==> src/rtl/gpio_cmt_pkg.sv <==
package gpio_cmt_pkg;
  localparam int ADDR_W = 12;
  localparam int DATA_W = 32;

  localparam logic [ADDR_W-1:0] OFS_ALT  = 12'h500;
  localparam logic [ADDR_W-1:0] OFS_PU   = 12'h504;
  localparam logic [ADDR_W-1:0] OFS_PD   = 12'h508;
  localparam logic [ADDR_W-1:0] OFS_DEN  = 12'h50C;
  localparam logic [ADDR_W-1:0] OFS_LOCK = 12'h520;
  localparam logic [ADDR_W-1:0] OFS_MASK = 12'h524;

  localparam logic [DATA_W-1:0] UNLOCK_KEY = 32'h4C4F434B;

  typedef struct packed {
    logic [3:0] cfg;   // 0 alt, 1 pull-up, 2 pull-down, 3 digital enable
    logic       lock;
    logic       mask;
  } reg_hit_t;
endpackage

==> src/rtl/gpio_lock_ctl.sv <==
module gpio_lock_ctl
  import gpio_cmt_pkg::*;
(
  input  logic              clk_i,
  input  logic              rst_ni,
  input  logic              wr_i,
  input  logic [DATA_W-1:0] wdata_i,
  output logic              locked_o
);
  logic locked_q;

  always_ff @(posedge clk_i or negedge rst_ni) begin
    if (!rst_ni)   locked_q <= 1'b1;
    else if (wr_i) locked_q <= (wdata_i != UNLOCK_KEY);
  end

  assign locked_o = locked_q;

  a_r6_key_unlocks: assert property (@(posedge clk_i) disable iff (!rst_ni)
    (wr_i && wdata_i == UNLOCK_KEY) |=> !locked_o);
  a_r6_other_locks: assert property (@(posedge clk_i) disable iff (!rst_ni)
    (wr_i && wdata_i != UNLOCK_KEY) |=> locked_o);
  a_r6_hold_idle: assert property (@(posedge clk_i) disable iff (!rst_ni)
    !wr_i |=> $stable(locked_o));
endmodule

==> src/rtl/gpio_commit_mask.sv <==
module gpio_commit_mask #(
  parameter int                  NUM_PINS  = 8,
  parameter logic [NUM_PINS-1:0] PROT_PINS = 8'h0F
) (
  input  logic                clk_i,
  input  logic                rst_ni,
  input  logic                wr_i,
  input  logic                locked_i,
  input  logic [NUM_PINS-1:0] wdata_i,
  output logic [NUM_PINS-1:0] mask_o
);
  logic wr_ok;
  assign wr_ok = wr_i && !locked_i;

  for (genvar i = 0; i < NUM_PINS; i++) begin : g_bit
    if (PROT_PINS[i]) begin : g_prot
      logic bit_q;
      always_ff @(posedge clk_i or negedge rst_ni) begin
        if (!rst_ni)    bit_q <= 1'b0;
        else if (wr_ok) bit_q <= wdata_i[i];
      end
      assign mask_o[i] = bit_q;
    end else begin : g_fixed
      assign mask_o[i] = 1'b1;  // unprotected pins always commit
    end
  end

  a_r2_locked_hold: assert property (@(posedge clk_i) disable iff (!rst_ni)
    (wr_i && locked_i) |=> $stable(mask_o));
  a_r2_unlocked_take: assert property (@(posedge clk_i) disable iff (!rst_ni)
    (wr_i && !locked_i) |=> ((mask_o & PROT_PINS) == ($past(wdata_i) & PROT_PINS)));
endmodule

==> src/rtl/gpio_cfg_reg.sv <==
module gpio_cfg_reg #(
  parameter int                  NUM_PINS = 8,
  parameter logic [NUM_PINS-1:0] RST_VAL  = '0
) (
  input  logic                clk_i,
  input  logic                rst_ni,
  input  logic                wr_i,
  input  logic [NUM_PINS-1:0] wdata_i,
  input  logic [NUM_PINS-1:0] mask_i,
  output logic [NUM_PINS-1:0] q_o
);
  logic [NUM_PINS-1:0] q;

  always_ff @(posedge clk_i or negedge rst_ni) begin
    if (!rst_ni)   q <= RST_VAL;
    else if (wr_i) q <= (q & ~mask_i) | (wdata_i & mask_i);
  end

  assign q_o = q;

  a_r1_masked_hold: assert property (@(posedge clk_i) disable iff (!rst_ni)
    wr_i |=> (((q_o ^ $past(q_o)) & ~$past(mask_i)) == '0));
  a_r1_commit_take: assert property (@(posedge clk_i) disable iff (!rst_ni)
    wr_i |=> ((q_o & $past(mask_i)) == ($past(wdata_i) & $past(mask_i))));
  a_r8_idle_stable: assert property (@(posedge clk_i) disable iff (!rst_ni)
    !wr_i |=> $stable(q_o));
endmodule

==> src/rtl/gpio_commit_bank.sv <==
module gpio_commit_bank
  import gpio_cmt_pkg::*;
#(
  parameter int                  NUM_PINS  = 8,
  parameter logic [NUM_PINS-1:0] PROT_PINS = 8'h0F,
  parameter logic [NUM_PINS-1:0] ALT_RST   = 8'h0F,
  parameter logic [NUM_PINS-1:0] PU_RST    = 8'h00,
  parameter logic [NUM_PINS-1:0] PD_RST    = 8'h00,
  parameter logic [NUM_PINS-1:0] DEN_RST   = 8'h0F
) (
  input  logic                clk_i,
  input  logic                rst_ni,
  input  logic [ADDR_W-1:0]   addr_i,
  input  logic                wr_en_i,
  input  logic [DATA_W-1:0]   wdata_i,
  input  logic                rd_en_i,
  output logic [DATA_W-1:0]   rdata_o,
  output logic [NUM_PINS-1:0] alt_sel_o,
  output logic [NUM_PINS-1:0] pull_up_o,
  output logic [NUM_PINS-1:0] pull_dn_o,
  output logic [NUM_PINS-1:0] dig_en_o
);
  localparam int NUM_CFG = 4;
  localparam int PAD_W   = DATA_W - NUM_PINS;
  localparam logic [NUM_CFG-1:0][NUM_PINS-1:0] CFG_RST = {DEN_RST, PD_RST, PU_RST, ALT_RST};

  reg_hit_t            hit;
  logic                locked;
  logic [NUM_PINS-1:0] mask;
  logic [NUM_CFG-1:0][NUM_PINS-1:0] cfg_q;

  always_comb begin
    hit = '0;
    unique case (addr_i)
      OFS_ALT:  hit.cfg[0] = 1'b1;
      OFS_PU:   hit.cfg[1] = 1'b1;
      OFS_PD:   hit.cfg[2] = 1'b1;
      OFS_DEN:  hit.cfg[3] = 1'b1;
      OFS_LOCK: hit.lock   = 1'b1;
      OFS_MASK: hit.mask   = 1'b1;
      default:  hit = '0;
    endcase
  end

  gpio_lock_ctl u_lock (
    .clk_i    (clk_i),
    .rst_ni   (rst_ni),
    .wr_i     (wr_en_i && hit.lock),
    .wdata_i  (wdata_i),
    .locked_o (locked)
  );

  gpio_commit_mask #(
    .NUM_PINS  (NUM_PINS),
    .PROT_PINS (PROT_PINS)
  ) u_mask (
    .clk_i    (clk_i),
    .rst_ni   (rst_ni),
    .wr_i     (wr_en_i && hit.mask),
    .locked_i (locked),
    .wdata_i  (wdata_i[NUM_PINS-1:0]),
    .mask_o   (mask)
  );

  for (genvar k = 0; k < NUM_CFG; k++) begin : g_cfg
    gpio_cfg_reg #(
      .NUM_PINS (NUM_PINS),
      .RST_VAL  (CFG_RST[k])
    ) u_reg (
      .clk_i   (clk_i),
      .rst_ni  (rst_ni),
      .wr_i    (wr_en_i && hit.cfg[k]),
      .wdata_i (wdata_i[NUM_PINS-1:0]),
      .mask_i  (mask),
      .q_o     (cfg_q[k])
    );
  end

  assign alt_sel_o = cfg_q[0];
  assign pull_up_o = cfg_q[1];
  assign pull_dn_o = cfg_q[2];
  assign dig_en_o  = cfg_q[3];

  logic [NUM_PINS-1:0] rd_field;
  always_comb begin
    rd_field = '0;
    for (int k = 0; k < NUM_CFG; k++)
      if (hit.cfg[k]) rd_field = cfg_q[k];
    if (hit.mask) rd_field = mask;
    if (hit.lock) rd_field = NUM_PINS'(locked);
  end

  assign rdata_o = rd_en_i ? {{PAD_W{1'b0}}, rd_field} : '0;

  a_r8_idle_zero: assert property (@(posedge clk_i) disable iff (!rst_ni)
    !rd_en_i |-> rdata_o == '0);
  a_r9_unmapped_zero: assert property (@(posedge clk_i) disable iff (!rst_ni)
    (rd_en_i && hit == '0) |-> rdata_o == '0);
  a_r5_rsvd_zero: assert property (@(posedge clk_i) disable iff (!rst_ni)
    rdata_o[DATA_W-1:NUM_PINS] == '0);
  a_r4_fixed_ones: assert property (@(posedge clk_i) disable iff (!rst_ni)
    (rd_en_i && hit.mask) |-> ((rdata_o[NUM_PINS-1:0] & ~PROT_PINS) == ~PROT_PINS));
  a_r9_unmapped_wr: assert property (@(posedge clk_i) disable iff (!rst_ni)
    (wr_en_i && hit == '0) |=> ($stable(cfg_q) && $stable(mask) && $stable(locked)));
endmodule

==> config.mk <==
export PLATFORM = sky130hd
export DESIGN_NAME = gpio_commit_bank
export DESIGN_NICKNAME = d
export VERILOG_FILES = /design/src/rtl/gpio_cmt_pkg.sv /design/src/rtl/gpio_lock_ctl.sv /design/src/rtl/gpio_commit_mask.sv /design/src/rtl/gpio_cfg_reg.sv /design/src/rtl/gpio_commit_bank.sv
export SDC_FILE = /design/constraint.sdc
export NUM_CORES = 1
export LEC_CHECK = 0
export BUFFER_PORTS_ARGS = -buffer_cell sky130_fd_sc_hd__buf_4
export CORE_MARGIN = 8
export CORE_UTILIZATION = 34
export DETAILED_ROUTE_END_ITERATION = 6
export HOLD_SLACK_MARGIN = 0.12
export SYNTH_ARGS = -nofsm -noshare
export SYNTH_HDL_FRONTEND = slang
export SYNTH_SLANG_ARGS = --single-unit
==> constraint.sdc <==
create_clock -name clk_i -period 1.4 [get_ports clk_i]
set_input_delay 0 -clock clk_i [delete_from_list [all_inputs] [get_ports clk_i]]
set_output_delay 0 -clock clk_i [all_outputs]
set_load 0.01 [all_outputs]
==> results.cfg <==
[synth]
synth-seq-area-share = 0.403
syn_avg_cell_area_um2 = 11.0
yosysTopAreaCell = dfrtp_1
synthCells = 211
synth.distinct_cells = 37
synth_area_um2 = 2330
synth-compound-area-share = 0.0683
ys_ff_latch = 37
yosys_warnings = 0
synth_top_family_by_area = multiplexers
ys_top_cells_by_area = dfrtp_1, dfstp_2, mux2_2
synthAdderAreaFrac = 0
synthMuxAreaShare = 0.219
yosys.area_share.simple = 0.204
netlist.area_leader.share = 0.301
synthXorXnorAreaFrac = 0

[worst_setup_path]
cp_max_fo = 2
startpoint_type = register
crit_chain = nor2b_1 > o22ai_1 > o22a_1 > nor3_2 > buf_4
crit_required_ps = 1400
critPathMaxStageDelay_ps = 540
r2r_cells = 4
worstSetupEndpointType = output port
critical_path_class = reg2out
crit_slowest_cell = dfstp_2
crit_family = flip-flops
worst-path-buf-inv = 1
path_depth = 5
arrival_ps = 1480

[cells_and_area]
layout_commonest_cell = buf_4
antenna_cells = 0
nets = 402
area_delta_synth_final_pct = 55.8
drive_gt1_frac = 0.549
final_util = 0.540
final_cell_mix = buf_4, dfrtp_1, nand2_1, conb_1

[global_route]
antenna_found_initial = 0
grt_pass1_vias = 2182
grt_pass1_wl_um = 11800
grt-ovfl-total = 0
grt_start_max_net_pins = 38
grtUsageTotal = 0.151

[routing]
first_pass_iters = 4
drtIter0Drc = 110
drtAntennaViolNets = 0
vias_per_cell = 4.91
wire_per_inst_um = 17.0
totalWireLength_um = 7380
drc = 0
route.vias.total = 2135

[clocking]
insertion_delay_ps = 290
cts_buffer_depth = 2
path_clk_slew_ps = 80
cts_sinks = 37
clock-root-buffer = clkbuf_8
cts_htree_levels = 2
tritoncts = built
cts_buffers = 5

[sta]
rsz0062_at_grt = yes
worst_slack_ps = -77.4
clock_skew_ps = 1.07
finalHoldViolations = 0
fmax_mhz = 677
whs_ps = 142
fin_crit_ps = 1480
maxSlewViolCount = 0
fin_crit_sh = 1.06
finalSetupViolations = 4
fin_setup_tns_ps = -224

[place]
gp_congestion = 0.775
numPortBuffers = 87
dpl.hpwl_um = 5550
dp_slack_ps = -549

[power]
p_leak_nw = 1.84
total_power_mw = 2.39
ir_worst_vdd_mv = 0.325
power.density_nw_per_um2 = 658

[floorplanning]
io_pins = 112
die_area_um2 = 9750
initial_core_util = 0.346
die_x_um = 98.7
die_h_um = 98.7
rows = 30
core_um2 = 6720

[run]
drv_cap = 0

[min_path]
min_path_type = in2reg
min_path_cells = 4

[run_status]
outcome = complete, but fails checks
violations = setup timing
## per-stage QoR
step | instance area, µm² | std cells
finish | 3630 | 435
detailed placement | 3170 | 398
floorplan | 2430 | 234
CTS | 3530 | 427
global placement | 3170 | 398
global route | 3630 | 435
## where the power goes
group / switching, mW / internal (mW) / leakage, nW
clock: 0.377 / 0.581 / 0.0585
combinational: 0.175 / 0.180 / 1.30
sequential: 0.00245 / 1.07 / 0.484
## kinds of logic (layout without fill, tap and decap cells)
logic type / count (synthesis) / in the layout
flip-flops: 37 / 37
other: 1 / 24
multiplexers: 45 / 45
AO/OA/AOI/OAI: 24 / 24
AND/OR/NAND/NOR: 70 / 70
buffers and inverters: 34 / 155
## area by class of cell
class | count | area, µm²
fillers | 609 | 3090
multi-input cells | 163 | 1330
well taps | 80 | 100
flip-flops and latches | 37 | 937
repair buffers | 146 | 1140
clock buffers | 7 | 86.3
inverters | 1 | 3.75
clock inverters | 1 | 30.0
## final timing paths
check | from | endpoint | slack (ps)
max | register | rdata_o[2] | -80
min | wdata_i[23] | u_lock.locked_o | 140
min reg2reg | register | register | 540
min in group asynchronous | rst_ni | async pin | 210
max reg2reg | u_lock.locked_o | u_mask.g_bit[3].g_prot.bit_q | 50
max in group asynchronous | rst_ni | u_lock.locked_o | 840
## synthesized netlist by cell type
cell type  number
mux2_2         21
o22a_1          3
and3b_1         1
conb_1          1
mux2_1         16
nor4b_1         2
a21oi_1         9
nor2b_1         6
nand2b_1        2
nand4b_1        1
mux4_2          1
buf_2           2
nor2_1          2
nor4_4          4
inv_1           1
or2_2           5
a21o_1          8
nand3_1         1
dfrtp_1        28
o22ai_1         3
nor3_1          4
nand4_1         5
or4b_1          1
buf_6           3
nand2_1        25
clkbuf_1        4
buf_4          24
nor3b_1         1
dfstp_2         9
nand4bb_1       3
or4b_4          1
or4_1           1
o311ai_0        1
or3_1           1
nor4bb_1        3
or2b_1          1
mux2i_1         7
## routing by layer
metal  routed length, µm  up-vias  track usage
li1                    -     1004            -
met1                3320     1025        0.197
met2                3260       99        0.229
met3                 725        7       0.0564
met4                  80        0       0.0425
met5                   0        -            0
## tightest hold or removal path: stages
cell and delay [ps]:
buf_4 70, or4b_1 90, or4_4 110, mux2_2 130
## timing repair
item,CTS,global route
setup buffers,11,8
gates resized for setup,15,8
setup endpoints to repair,13,13
endpoints found under the hold margin,74,0
hold buffers,10,0
pin swaps,14,10
Note: power is estimated with default switching activity, not from simulation.
